<file path="config.mk">
export PLATFORM = sky130hd
export DESIGN_NAME = vint_ctrl
export DESIGN_NICKNAME = d
export VERILOG_FILES = /design/src/rtl/vint_pkg.sv /design/src/rtl/vint_regs.sv /design/src/rtl/vint_trigger.sv /design/src/rtl/vint_arbiter.sv /design/src/rtl/vint_nest.sv /design/src/rtl/vint_ctrl.sv
export SDC_FILE = /design/constraint.sdc
export NUM_CORES = 1
export LEC_CHECK = 0
export ABC_AREA = 1
export ABC_CLOCK_PERIOD_IN_PS = 3600
export BUFFER_PORTS_ARGS = -buffer_cell sky130_fd_sc_hd__buf_4
export CAP_MARGIN = 10
export CORE_MARGIN = 8
export CORE_UTILIZATION = 51
export DETAILED_ROUTE_END_ITERATION = 10
export MAX_ROUTING_LAYER = met4
export PLACE_DENSITY_LB_ADDON = 0.05
export SLEW_MARGIN = 15
export SYNTH_ARGS = -nofsm -noshare
export SYNTH_HDL_FRONTEND = slang
export SYNTH_HIERARCHICAL = 1
export SYNTH_SLANG_ARGS = --single-unit
</file>
<file path="constraint.sdc">
create_clock -name clk -period 3.6 [get_ports clk]
set_input_delay 0.18 -clock clk [delete_from_list [all_inputs] [get_ports clk]]
set_output_delay 0.18 -clock clk [all_outputs]
set_load 0.02 [all_outputs]
</file>
<file path="src/rtl/vint_pkg.sv">
package vint_pkg;
    localparam int N_LEG = 5;
    localparam int N_NEW = 6;
    localparam int N_SRC = N_LEG + N_NEW;
    localparam int IDX_W = $clog2(N_SRC);
    localparam logic [7:0] VEC_BASE = 8'h03;
    localparam int VEC_STEP_SH = 3;
    localparam logic [7:0] ADDR_EN  = 8'hC8;
    localparam logic [7:0] ADDR_PRI = 8'hF8;

    typedef struct packed {
        logic             valid;
        logic             level;
        logic [IDX_W-1:0] idx;
    } pick_t;

    typedef struct packed {
        logic hi;
        logic lo;
    } svc_t;

    // vector address of a source in polling order
    function automatic logic [7:0] vec_of(input logic [IDX_W-1:0] idx);
        return VEC_BASE + (8'(idx) << VEC_STEP_SH);
    endfunction

    // register bit order -> polling order (transmit error polls before DMA1)
    function automatic logic [N_NEW-1:0] reg_to_poll(input logic [N_NEW-1:0] r);
        return {r[4], r[5], r[3:0]};
    endfunction

    // lowest set bit of a source mask
    function automatic pick_t first_set(input logic [N_SRC-1:0] m, input logic lvl);
        pick_t p;
        p = '0;
        for (int i = N_SRC - 1; i >= 0; i--) begin
            if (m[i]) begin
                p.valid = 1'b1;
                p.level = lvl;
                p.idx   = IDX_W'(i);
            end
        end
        return p;
    endfunction
endpackage

</file>
<file path="src/rtl/vint_regs.sv">
module vint_regs
    import vint_pkg::*;
(
    input  logic             clk,
    input  logic             rst,
    input  logic [7:0]       addr,
    input  logic [7:0]       wdata,
    input  logic             we,
    output logic [7:0]       rdata,
    output logic [N_NEW-1:0] en_q,
    output logic [N_NEW-1:0] pri_q
);
    always_ff @(posedge clk) begin
        if (rst) begin
            en_q  <= '0;
            pri_q <= '0;
        end else if (we) begin
            if (addr == ADDR_EN)  en_q  <= wdata[N_NEW-1:0];
            if (addr == ADDR_PRI) pri_q <= wdata[N_NEW-1:0];
        end
    end

    always_comb begin
        rdata = '0;
        if (addr == ADDR_EN)       rdata[N_NEW-1:0] = en_q;
        else if (addr == ADDR_PRI) rdata[N_NEW-1:0] = pri_q;
    end


    en_write_chk: assert property (@(posedge clk) disable iff (rst)
        (we && addr == ADDR_EN) |=> (en_q == $past(wdata[N_NEW-1:0])));

    pri_hold_chk: assert property (@(posedge clk) disable iff (rst)
        (!we || addr != ADDR_PRI) |=> $stable(pri_q));
endmodule

</file>
<file path="src/rtl/vint_trigger.sv">
module vint_trigger
    import vint_pkg::*;
(
    input  logic             dma_mode,
    input  logic             rx_fifo_ne,
    input  logic             rx_done,
    input  logic             rx_crc_err,
    input  logic             rx_overrun,
    input  logic             rx_abort,
    input  logic             rx_align_err,
    input  logic             tx_fifo_nf,
    input  logic             tx_done,
    input  logic             tx_noack,
    input  logic             tx_collide,
    input  logic             tx_underrun,
    input  logic             dma0_done,
    input  logic             dma1_done,
    output logic [N_NEW-1:0] trig_poll   // polling order: rxv,rxe,dma0,txv,txe,dma1
);
    logic rxv, rxe, txv, txe;

    always_comb begin
        rxv = dma_mode ? rx_done : rx_fifo_ne;
        txv = dma_mode ? tx_done : tx_fifo_nf;
        rxe = rx_crc_err | rx_overrun | rx_abort | rx_align_err;
        txe = tx_noack | tx_collide | (dma_mode & tx_underrun);
        trig_poll = {dma1_done, txe, txv, dma0_done, rxe, rxv};
    end
endmodule

</file>
<file path="src/rtl/vint_arbiter.sv">
module vint_arbiter
    import vint_pkg::*;
(
    input  logic             clk,
    input  logic             rst,
    input  logic [N_SRC-1:0] pend,
    input  logic [N_SRC-1:0] pri,
    input  logic             allow_hi,
    input  logic             allow_lo,
    output pick_t            pick
);
    pick_t p_hi, p_lo;

    always_comb begin
        p_hi = first_set(pend & pri, 1'b1);
        p_lo = first_set(pend & ~pri, 1'b0);
        pick = '0;
        if (allow_hi && p_hi.valid)      pick = p_hi;
        else if (allow_lo && p_lo.valid) pick = p_lo;
    end


    hi_first_chk: assert property (@(posedge clk) disable iff (rst)
        (allow_hi && |(pend & pri)) |-> (pick.valid && pick.level));

    lowest_idx_chk: assert property (@(posedge clk) disable iff (rst)
        pick.valid |-> ((pend & ((N_SRC'(1) << pick.idx) - N_SRC'(1))
                         & (pick.level ? pri : ~pri)) == '0));
endmodule

</file>
<file path="src/rtl/vint_nest.sv">
module vint_nest
    import vint_pkg::*;
(
    input  logic clk,
    input  logic rst,
    input  logic ack,
    input  logic ret,
    input  pick_t pick,
    output svc_t svc
);
    always_ff @(posedge clk) begin
        if (rst) begin
            svc <= '0;
        end else if (ret) begin
            if (svc.hi) svc.hi <= 1'b0;
            else        svc.lo <= 1'b0;
        end else if (ack && pick.valid) begin
            if (pick.level) svc.hi <= 1'b1;
            else            svc.lo <= 1'b1;
        end
    end


    pop_hi_chk: assert property (@(posedge clk) disable iff (rst)
        (ret && svc.hi) |=> (!svc.hi && svc.lo == $past(svc.lo)));

    pop_lo_chk: assert property (@(posedge clk) disable iff (rst)
        (ret && !svc.hi) |=> (svc == '0));

    push_chk: assert property (@(posedge clk) disable iff (rst)
        (ack && !ret && pick.valid && pick.level) |=> svc.hi);
endmodule

</file>
<file path="src/rtl/vint_ctrl.sv">
module vint_ctrl
    import vint_pkg::*;
(
    input  logic       clk,
    input  logic       rst,
    input  logic [7:0] reg_addr,
    input  logic [7:0] reg_wdata,
    input  logic       reg_we,
    output logic [7:0] reg_rdata,
    input  logic       glb_en,
    input  logic [4:0] leg_req,
    input  logic [4:0] leg_en,
    input  logic [4:0] leg_pri,
    input  logic       ser_dma_mode,
    input  logic       rx_fifo_ne,
    input  logic       rx_done,
    input  logic       rx_crc_err,
    input  logic       rx_overrun,
    input  logic       rx_abort,
    input  logic       rx_align_err,
    input  logic       tx_fifo_nf,
    input  logic       tx_done,
    input  logic       tx_noack,
    input  logic       tx_collide,
    input  logic       tx_underrun,
    input  logic       dma0_done,
    input  logic       dma1_done,
    input  logic       irq_ack,
    input  logic       irq_ret,
    output logic       irq_req,
    output logic [7:0] irq_vector,
    output logic       irq_level,
    output logic       svc_hi,
    output logic       svc_lo
);
    logic [N_NEW-1:0] en_q, pri_q, trig_poll;
    logic [N_SRC-1:0] pend, pri_all;
    pick_t            pick;
    svc_t             svc;

    vint_regs u_regs (
        .clk(clk), .rst(rst), .addr(reg_addr), .wdata(reg_wdata), .we(reg_we),
        .rdata(reg_rdata), .en_q(en_q), .pri_q(pri_q)
    );

    vint_trigger u_trig (
        .dma_mode(ser_dma_mode), .rx_fifo_ne(rx_fifo_ne), .rx_done(rx_done),
        .rx_crc_err(rx_crc_err), .rx_overrun(rx_overrun), .rx_abort(rx_abort),
        .rx_align_err(rx_align_err), .tx_fifo_nf(tx_fifo_nf), .tx_done(tx_done),
        .tx_noack(tx_noack), .tx_collide(tx_collide), .tx_underrun(tx_underrun),
        .dma0_done(dma0_done), .dma1_done(dma1_done), .trig_poll(trig_poll)
    );

    always_comb begin
        pend    = {trig_poll & reg_to_poll(en_q), leg_req & leg_en}
                  & {N_SRC{glb_en}};
        pri_all = {reg_to_poll(pri_q), leg_pri};
    end

    vint_arbiter u_arb (
        .clk(clk), .rst(rst), .pend(pend), .pri(pri_all),
        .allow_hi(!svc.hi), .allow_lo(!svc.hi && !svc.lo), .pick(pick)
    );

    vint_nest u_nest (
        .clk(clk), .rst(rst), .ack(irq_ack), .ret(irq_ret), .pick(pick), .svc(svc)
    );

    always_comb begin
        irq_req    = pick.valid;
        irq_vector = pick.valid ? vec_of(pick.idx) : 8'h00;
        irq_level  = pick.valid & pick.level;
        svc_hi     = svc.hi;
        svc_lo     = svc.lo;
    end


    glb_off_chk: assert property (@(posedge clk) disable iff (rst)
        !glb_en |-> !irq_req);

    hi_svc_block_chk: assert property (@(posedge clk) disable iff (rst)
        svc_hi |-> !irq_req);

    lo_svc_only_hi_chk: assert property (@(posedge clk) disable iff (rst)
        (svc_lo && irq_req) |-> irq_level);

    vec_align_chk: assert property (@(posedge clk) disable iff (rst)
        irq_req |-> (irq_vector[2:0] == 3'b011 && irq_vector <= 8'h53));
endmodule

</file>
# Word level (Yosys, flattened, before mapping)
# Cells that the tools add are included.
# W data, S select, Z words.
[classes]
n_eq_ne = 4
bitwise = 13
muxes = 33
addsub = 1
reduce_logical = 12
[ops]
columns = ["op", "count"]
rows = [
  ["$mux W6", 26],
  ["$and A11 B11 Y11", 3],
  ["$eq A8 B8 Y1 const B", 2],
  ["$not A11 Y11", 1],
  ["$add A2 B7 Y8 const A", 1],
  ["$mux W8", 1],
  ["$and A6 B6 Y6", 1],
  ["$mux W1", 6],
  ["$reduce_and A2 Y1", 3],
  ["$and A5 B5 Y5", 1],
  ["$or A1 B1 Y1", 5],
  ["$logic_and A1 B1 Y1", 4],
  ["$ne A2 B2 Y1 const B", 2],
  ["$reduce_and A3 Y1", 1],
  ["$and A1 B1 Y1", 2],
  ["$logic_not A1 Y1", 2],
  ["$reduce_bool A2 Y1", 1],
  ["$reduce_or A2 Y1", 1],
]
[word_totals]
input_bits = 51
reg_bits = 14

# Depth between registers and ports, before layout
[logic_depth]
depth_word = 23
depth_mapped = 19
mapped_depth_nobuf = 18

# Modules after synthesis
# The synthesis kept the hierarchy.
[by_module_without_submodules]
columns = ["mod", "seq_area_each_um2", "n_inst", "cells_per_inst", "area_each_um2"]
rows = [
  ["vint_regs", 240.2, 1, 125, 743.2],
  ["vint_arbiter", 0.0, 1, 98, 450.4],
  ["vint_ctrl", 0.0, 1, 41, 176.4],
  ["vint_trigger", 0.0, 1, 19, 93.8],
  ["vint_nest", 40.0, 1, 13, 86.3],
]

# Least setup slack after synthesis
# OpenSTA, ideal clock, no wires.
[synth_path]
kind = "input -> output"
startpoint = "input rx_abort"
endpoint = "output irq_level"
n_path_buf = 1
cell_stages = 14
arrival_time_ps = 1571
slack_ps = 1849
path_cell_list = "nor2_1 > nand2_1 > buf_4 > nand2_1 > nor2_1 > nand2_1 > nand2_2 > nor2_4 > nand3_2 > nand2_4 > nand3_2 > nand2_1 > nand2_1 > inv_1"
[synth_via]
elab_chain_cells = 16
[synth_rtl]
columns = ["element", "line_no", "text"]
rows = [
  ["start: declaration", "vint_ctrl.sv:19", "input logic rx_abort,"],
  ["$or A1 B1 Y1 (*) (2 in series)", "vint_trigger.sv:25", "rxe = rx_crc_err | rx_overrun | rx_abort | rx_align_err;"],
  ["via u_trig.rxe", "vint_trigger.sv:20", "logic rxv, rxe, txv, txe;"],
  ["$and A6 B6 Y6 (*)", "vint_ctrl.sv:55", "pend = {trig_poll & reg_to_poll(en_q), leg_req & leg_en}"],
  ["$and A11 B11 Y11 (*)", "vint_ctrl.sv:56", "& {N_SRC{glb_en}};"],
  ["via pend[6]", "vint_ctrl.sv:37", "logic [N_SRC-1:0] pend, pri_all;"],
  ["$and A11 B11 Y11", "vint_arbiter.sv:16", "p_lo = first_set(pend & ~pri, 1'b0);"],
  ["$mux W6 (7 in series)", "vint_pkg.sv:37", "if (m[i]) begin"],
  ["$logic_and A1 B1 Y1", "vint_arbiter.sv:19", "else if (allow_lo && p_lo.valid) pick = p_lo;"],
  ["$mux W6", "vint_arbiter.sv:19", ""],
  ["$mux W6 (*)", "vint_arbiter.sv:18", "if (allow_hi && p_hi.valid) pick = p_hi;"],
  ["via irq_req", "vint_ctrl.sv:30", "output logic irq_req,"],
  ["$and A1 B1 Y1 (*)", "vint_ctrl.sv:72", "irq_level = pick.valid & pick.level;"],
  ["end: declaration", "vint_ctrl.sv:32", "output logic irq_level,"],
]
# Mark *: on every way through the listed nets, which the timed path passes. The rest lies on a longest branch.

# Worst setup path in the final report
[layout_path]
startpoint = "register u_regs.en_q[5]"
endpoint = "output irq_vector[4]"
[layout_via]
elab_chain_cells = 18
[layout_rtl]
columns = ["element", "line_no", "text"]
rows = [
  ["start: declaration", "vint_regs.sv:10", "output logic [N_NEW-1:0] en_q,"],
  ["start signal: assignment", "vint_regs.sv:18", "if (addr == ADDR_EN) en_q <= wdata[N_NEW-1:0];"],
  ["$and A6 B6 Y6 (*)", "vint_ctrl.sv:55", ""],
  ["$and A11 B11 Y11 (*)", "vint_ctrl.sv:56", ""],
  ["via pend[9]", "vint_ctrl.sv:37", ""],
  ["$and A11 B11 Y11", "vint_arbiter.sv:16", ""],
  ["$mux W6 (10 in series)", "vint_pkg.sv:37", ""],
  ["$logic_and A1 B1 Y1", "vint_arbiter.sv:19", ""],
  ["$mux W6", "vint_arbiter.sv:19", ""],
  ["$mux W6 (*)", "vint_arbiter.sv:18", ""],
  ["$add A2 B7 Y8", "vint_pkg.sv:24", "return VEC_BASE + (8'(idx) << VEC_STEP_SH);"],
  ["$mux W8 (*)", "vint_ctrl.sv:71", "irq_vector = pick.valid ? vec_of(pick.idx) : 8'h00;"],
  ["end: declaration", "vint_ctrl.sv:31", "output logic [7:0] irq_vector,"],
]
# Marked as above.

==> results <==
- Along the worst path, the maximum fanout reaches 9.
- The final routed wire length divided by cell count is 9.73 um.
- The first global-routing pass estimated 6690 um of wire.
- The commonest cells after synthesis are sky130_fd_sc_hd__nand2_1 (108), sky130_fd_sc_hd__inv_1 (57), sky130_fd_sc_hd__nor2_1 (46), sky130_fd_sc_hd__dfxtp_1 (14).
- The period utilization is 55.0%.
- The maximum clock path buffer count is 2.
- The layer with the highest usage after global routing is met2.
- The number of non-filler instances in the completed layout is 382.
- In the synthesized netlist the dominant register cell turns out to be sky130_fd_sc_hd__dfxtp_1.
- Subtracting the final worst setup slack from the clock period gives 1.98 ns.
- Registers take 280 um^2.
- The DRC violation total after the first TritonRoute iteration is 56.
- For this run, global-route usage on met3 was measured as 3.95%.
- In this run the remaining antenna-violating nets after routing total 0.
- The via count of the first global-routing pass is 1,654.
- After detailed routing, the number of vias per cell comes to 4.47.
- The tightest min-delay check is of the input port to register type.
- The highest clock frequency the design can meet is 0.505 GHz.
- The remaining global-route overflow is 0.
- Summing every instance area after synthesis gives 1550 um^2.
- The static leakage power is 1.21 nW.
- In this run the count of I/O pins placed on the die edge is 71.
- Summing all multi-input logic gate instances after layout gives 918 um^2.
- In this run, CTS created clock tree buffers numbering 3.
- The port buffer count is 64.
- The net count of the finished layout is 402.
- The total of hold buffers inserted after clock tree synthesis is 0.
- The horizontal die dimension is 71.1 um.
- Setup violations remaining at the end of the flow were counted as 0.
- The floorplan has 20 rows.
- Clock tree synthesis found a total of 14 sinks.
- For this run, the slowest stage of the critical path takes 0.33 ns.
- CTS placed an instance of sky130_fd_sc_hd__clkbuf_4 at the clock tree root.
- The most common cell in the synthesized netlist is sky130_fd_sc_hd__nand2_1.
- For met1 alone, demand over resource in global routing was 18.0%.
- The max-cap violation count is 0.
- The critical path class is register to output pin.
- The final setup TNS is 0 ns.
- The kind of end point of the critical path is an output pin.
- Walking the worst path, the cells encountered are nand2_1 > nor2_1 > nand2_1 > nand2_1 > nor2_2 > nand3_2 > nand2_4 > nand3_2 > nand2_1 > nand2_1 > inv_1 > buf_4.
- The cell repeated most along the worst path is sky130_fd_sc_hd__nand2_1.
- The layout has 319 filler cells.
- The number of antenna violations at the first check in global routing is 0.
- The post-detailed-placement half-perimeter wirelength is 3220 um.
- The number of endpoints with negative hold slack in the final report was 0.
- The post-synthesis average cell area is 5.24 um^2.
- The power per unit of standard cell area is 188 nW/um^2.
- The initial cell density of the core is 52.1%.
- The peak ir drop on the vdd network is 172 uV.
- The count of cell types in the netlist is 21.
- Data on the critical path is required at its endpoint by 3.42 ns.
- The placeable core area is 2980 um^2.
- The fraction of met2 tracks used by global routing is 27.6%.
- The launching element type of the critical path is a register.
- The share of the Yosys chip area taken by registers is 18.1%.
- The congestion estimate from routability-driven global placement came to 0.884.
- In the synthesized netlist, the number of instances is 296.
- The number of placed instances, taps included, is 379.
- Yosys printed 6 warnings.
- Setup repair after global routing left no endpoint under its margin.
- The biggest area consumer among synthesized cells is sky130_fd_sc_hd__nand2_1.
- The vertical extent of the die is 71.1 um.
- TritonCTS built the clock tree.
- On the critical path, the stage with the largest delay is an instance of sky130_fd_sc_hd__dfxtp_1.
- The fraction of final layout cells sized beyond drive strength 1 is 25.8%.
- Counting flops with a built-in enable in the synthesized netlist gives 0.
- The final wirelength is 3720 um.
- In this run the number of H-tree levels came out at 1.
- The detailed router placed 1,709 vias in this run.
- In this run, synthesis produced a sequential element count of 14.
- The flow ran to the end, and the final reports show no timing, DRC or antenna violations.
- The diode insertion count for antenna repair is 0.
- The number of max-slew violations in the final report is 0.
- The die footprint is 5060 um^2.
- The clock insertion delay at the later pin of the skew report is 0.26 ns.
- The post-cts resize count is 0.
- Post-CTS timing repair inserted 0 buffers for setup.
- Data arrives at the worst endpoint at 1.80 ns.
- The dominant delay contributor by cell family on the critical path is simple AND/OR/NAND/NOR gates.
- The largest net degree at the start of global routing is 13.
- The detailed-routing iteration count for the pre-antenna-repair pass is 4.
- The fraction of synthesized cell area taken by the top area cell type is 26.2%.
- Clock-pin slew was measured on the worst setup and hold paths at 0.08 ns.
- The share of synthesized flip-flops with an asynchronous set or reset is 0%.
- The number of buffers and inverters on the critical path is 2.
- Across the routed clock network, the largest skew measured is 0.00196 ns.
- After synthesis, the cell types taking the most area are sky130_fd_sc_hd__nand2_1 (26%), sky130_fd_sc_hd__dfxtp_1 (18%), sky130_fd_sc_hd__inv_1 (14%).
- In the global route stage, overall resource usage came out at 16.0%.
- For this run, design rule violations remaining after detail routing come to 0.
- Compared with the post-synthesis result, the final layout area differs by 27.0%.
-- cells by family (layout without fill, tap and decap cells) --
logic type / Yosys count / count (layout) / share of synthesized area, %
AND/OR/NAND/NOR: 189 / 189 / 52.8
buffers and inverters: 76 / 127 / 23.2
AO/OA/AOI/OAI: 15 / 15 / 5.49
flip-flops: 14 / 14 / 18.1
other: 2 / 4 / 0.484
-- registers in the layout, summed over array words and instances (netlist names) --
| signal | cells |
|---|---|
| u_nest/svc | 2 |
| u_regs/en_q | 6 |
| u_regs/pri_q | 6 |
-- per-layer routing --
metal	vias to the layer above	wire (um)
met5	-	0
met4	0	17
met3	2	218
met2	53	1780
met1	697	1700
li1	957	-
-- worst reg2reg max path, cell delays in order, from the launching register on --
cell and delay [ns]:
sky130_fd_sc_hd__dfxtp_1 0.31, sky130_fd_sc_hd__nand2_1 0.06, sky130_fd_sc_hd__nor2_1 0.07, sky130_fd_sc_hd__nand2_1 0.11, sky130_fd_sc_hd__nand2_1 0.07, sky130_fd_sc_hd__nor2_2 0.12
sky130_fd_sc_hd__nand3_2 0.10, sky130_fd_sc_hd__nand2_4 0.10, sky130_fd_sc_hd__nand3_2 0.10, sky130_fd_sc_hd__nand2_1 0.23, sky130_fd_sc_hd__nand2_1 0.08, sky130_fd_sc_hd__inv_1 0.08
sky130_fd_sc_hd__nand2_1 0.06, sky130_fd_sc_hd__a21oi_1 0.14
-- power breakdown --
| part | total (mW) | internal [mW] | leakage [nW] | switching [mW] |
|---|---|---|---|---|
| registers | 0.157 | 0.156 | 0.113 | 0.000894 |
| logic | 0.131 | 0.0619 | 1.09 | 0.0687 |
| clock network | 0.0821 | 0.0386 | 0.0138 | 0.0435 |
-- cell usage in the layout (no fill, tap or decap) --
| cell type | Yosys | layout |
|---|---|---|
| sky130_fd_sc_hd__conb_1 | 2 | 4 |
| sky130_fd_sc_hd__nand2_1 | 108 | 108 |
| sky130_fd_sc_hd__nor2_2 | 4 | 4 |
| sky130_fd_sc_hd__inv_2 | 3 | 3 |
| sky130_fd_sc_hd__nor2_4 | 4 | 4 |
| sky130_fd_sc_hd__o21ai_0 | 4 | 4 |
| sky130_fd_sc_hd__inv_1 | 57 | 57 |
| sky130_fd_sc_hd__nand2_4 | 1 | 1 |
| sky130_fd_sc_hd__a21oi_1 | 3 | 3 |
| sky130_fd_sc_hd__nand3_1 | 13 | 13 |
| sky130_fd_sc_hd__nand3b_1 | 1 | 1 |
| sky130_fd_sc_hd__a31oi_1 | 2 | 2 |
| sky130_fd_sc_hd__dfxtp_1 | 14 | 14 |
| sky130_fd_sc_hd__or2_0 | 1 | 1 |
| sky130_fd_sc_hd__nand3_2 | 3 | 3 |
| sky130_fd_sc_hd__o22ai_1 | 6 | 6 |
| sky130_fd_sc_hd__buf_4 | 13 | 64 |
| sky130_fd_sc_hd__nor2_1 | 46 | 46 |
| sky130_fd_sc_hd__nand2_2 | 8 | 8 |
| sky130_fd_sc_hd__clkbuf_4 | 0 | 3 |
-- cell type report --
type	count	area share (%)
Multi-Input combinational cell	208	46.7
Inverter	60	11.4
Clock buffer	3	1.14
Sequential cell	14	14.2
Tap cell	33	2.10
Timing Repair Buffer	64	24.4
-- path summary, 6_finish.rpt --
check / start / slack (ns) / cells after the start / end
setup / recovery: u_regs/en_q[5] / 1.62 / 12 / irq_vector[4]
hold / removal: rst / 0.09 / 2 / u_nest/svc[0]
setup reg to reg: u_regs/en_q[5] / 1.91 / 13 / u_nest/svc[0]
hold reg to reg: u_nest/svc[0] / 0.51 / 2 / u_nest/svc[0]
-- through the flow --
step	hold slack, ns	worst slack [ns]	cell area (um^2)	utilization, %	total power [mW]
final	0.0897	1.62	1970	66.1	0.369
after global placement	0.357	1.61	1950	65.3	0.290
after floorplan	0.249	1.85	1560	-	0.244
after CTS	0.0865	1.59	1970	66.1	0.373
after global routing	0.0679	1.37	1970	66.1	0.398
after detailed placement	0.374	1.60	1950	65.3	0.292
Power figures use the tool's default switching activity.
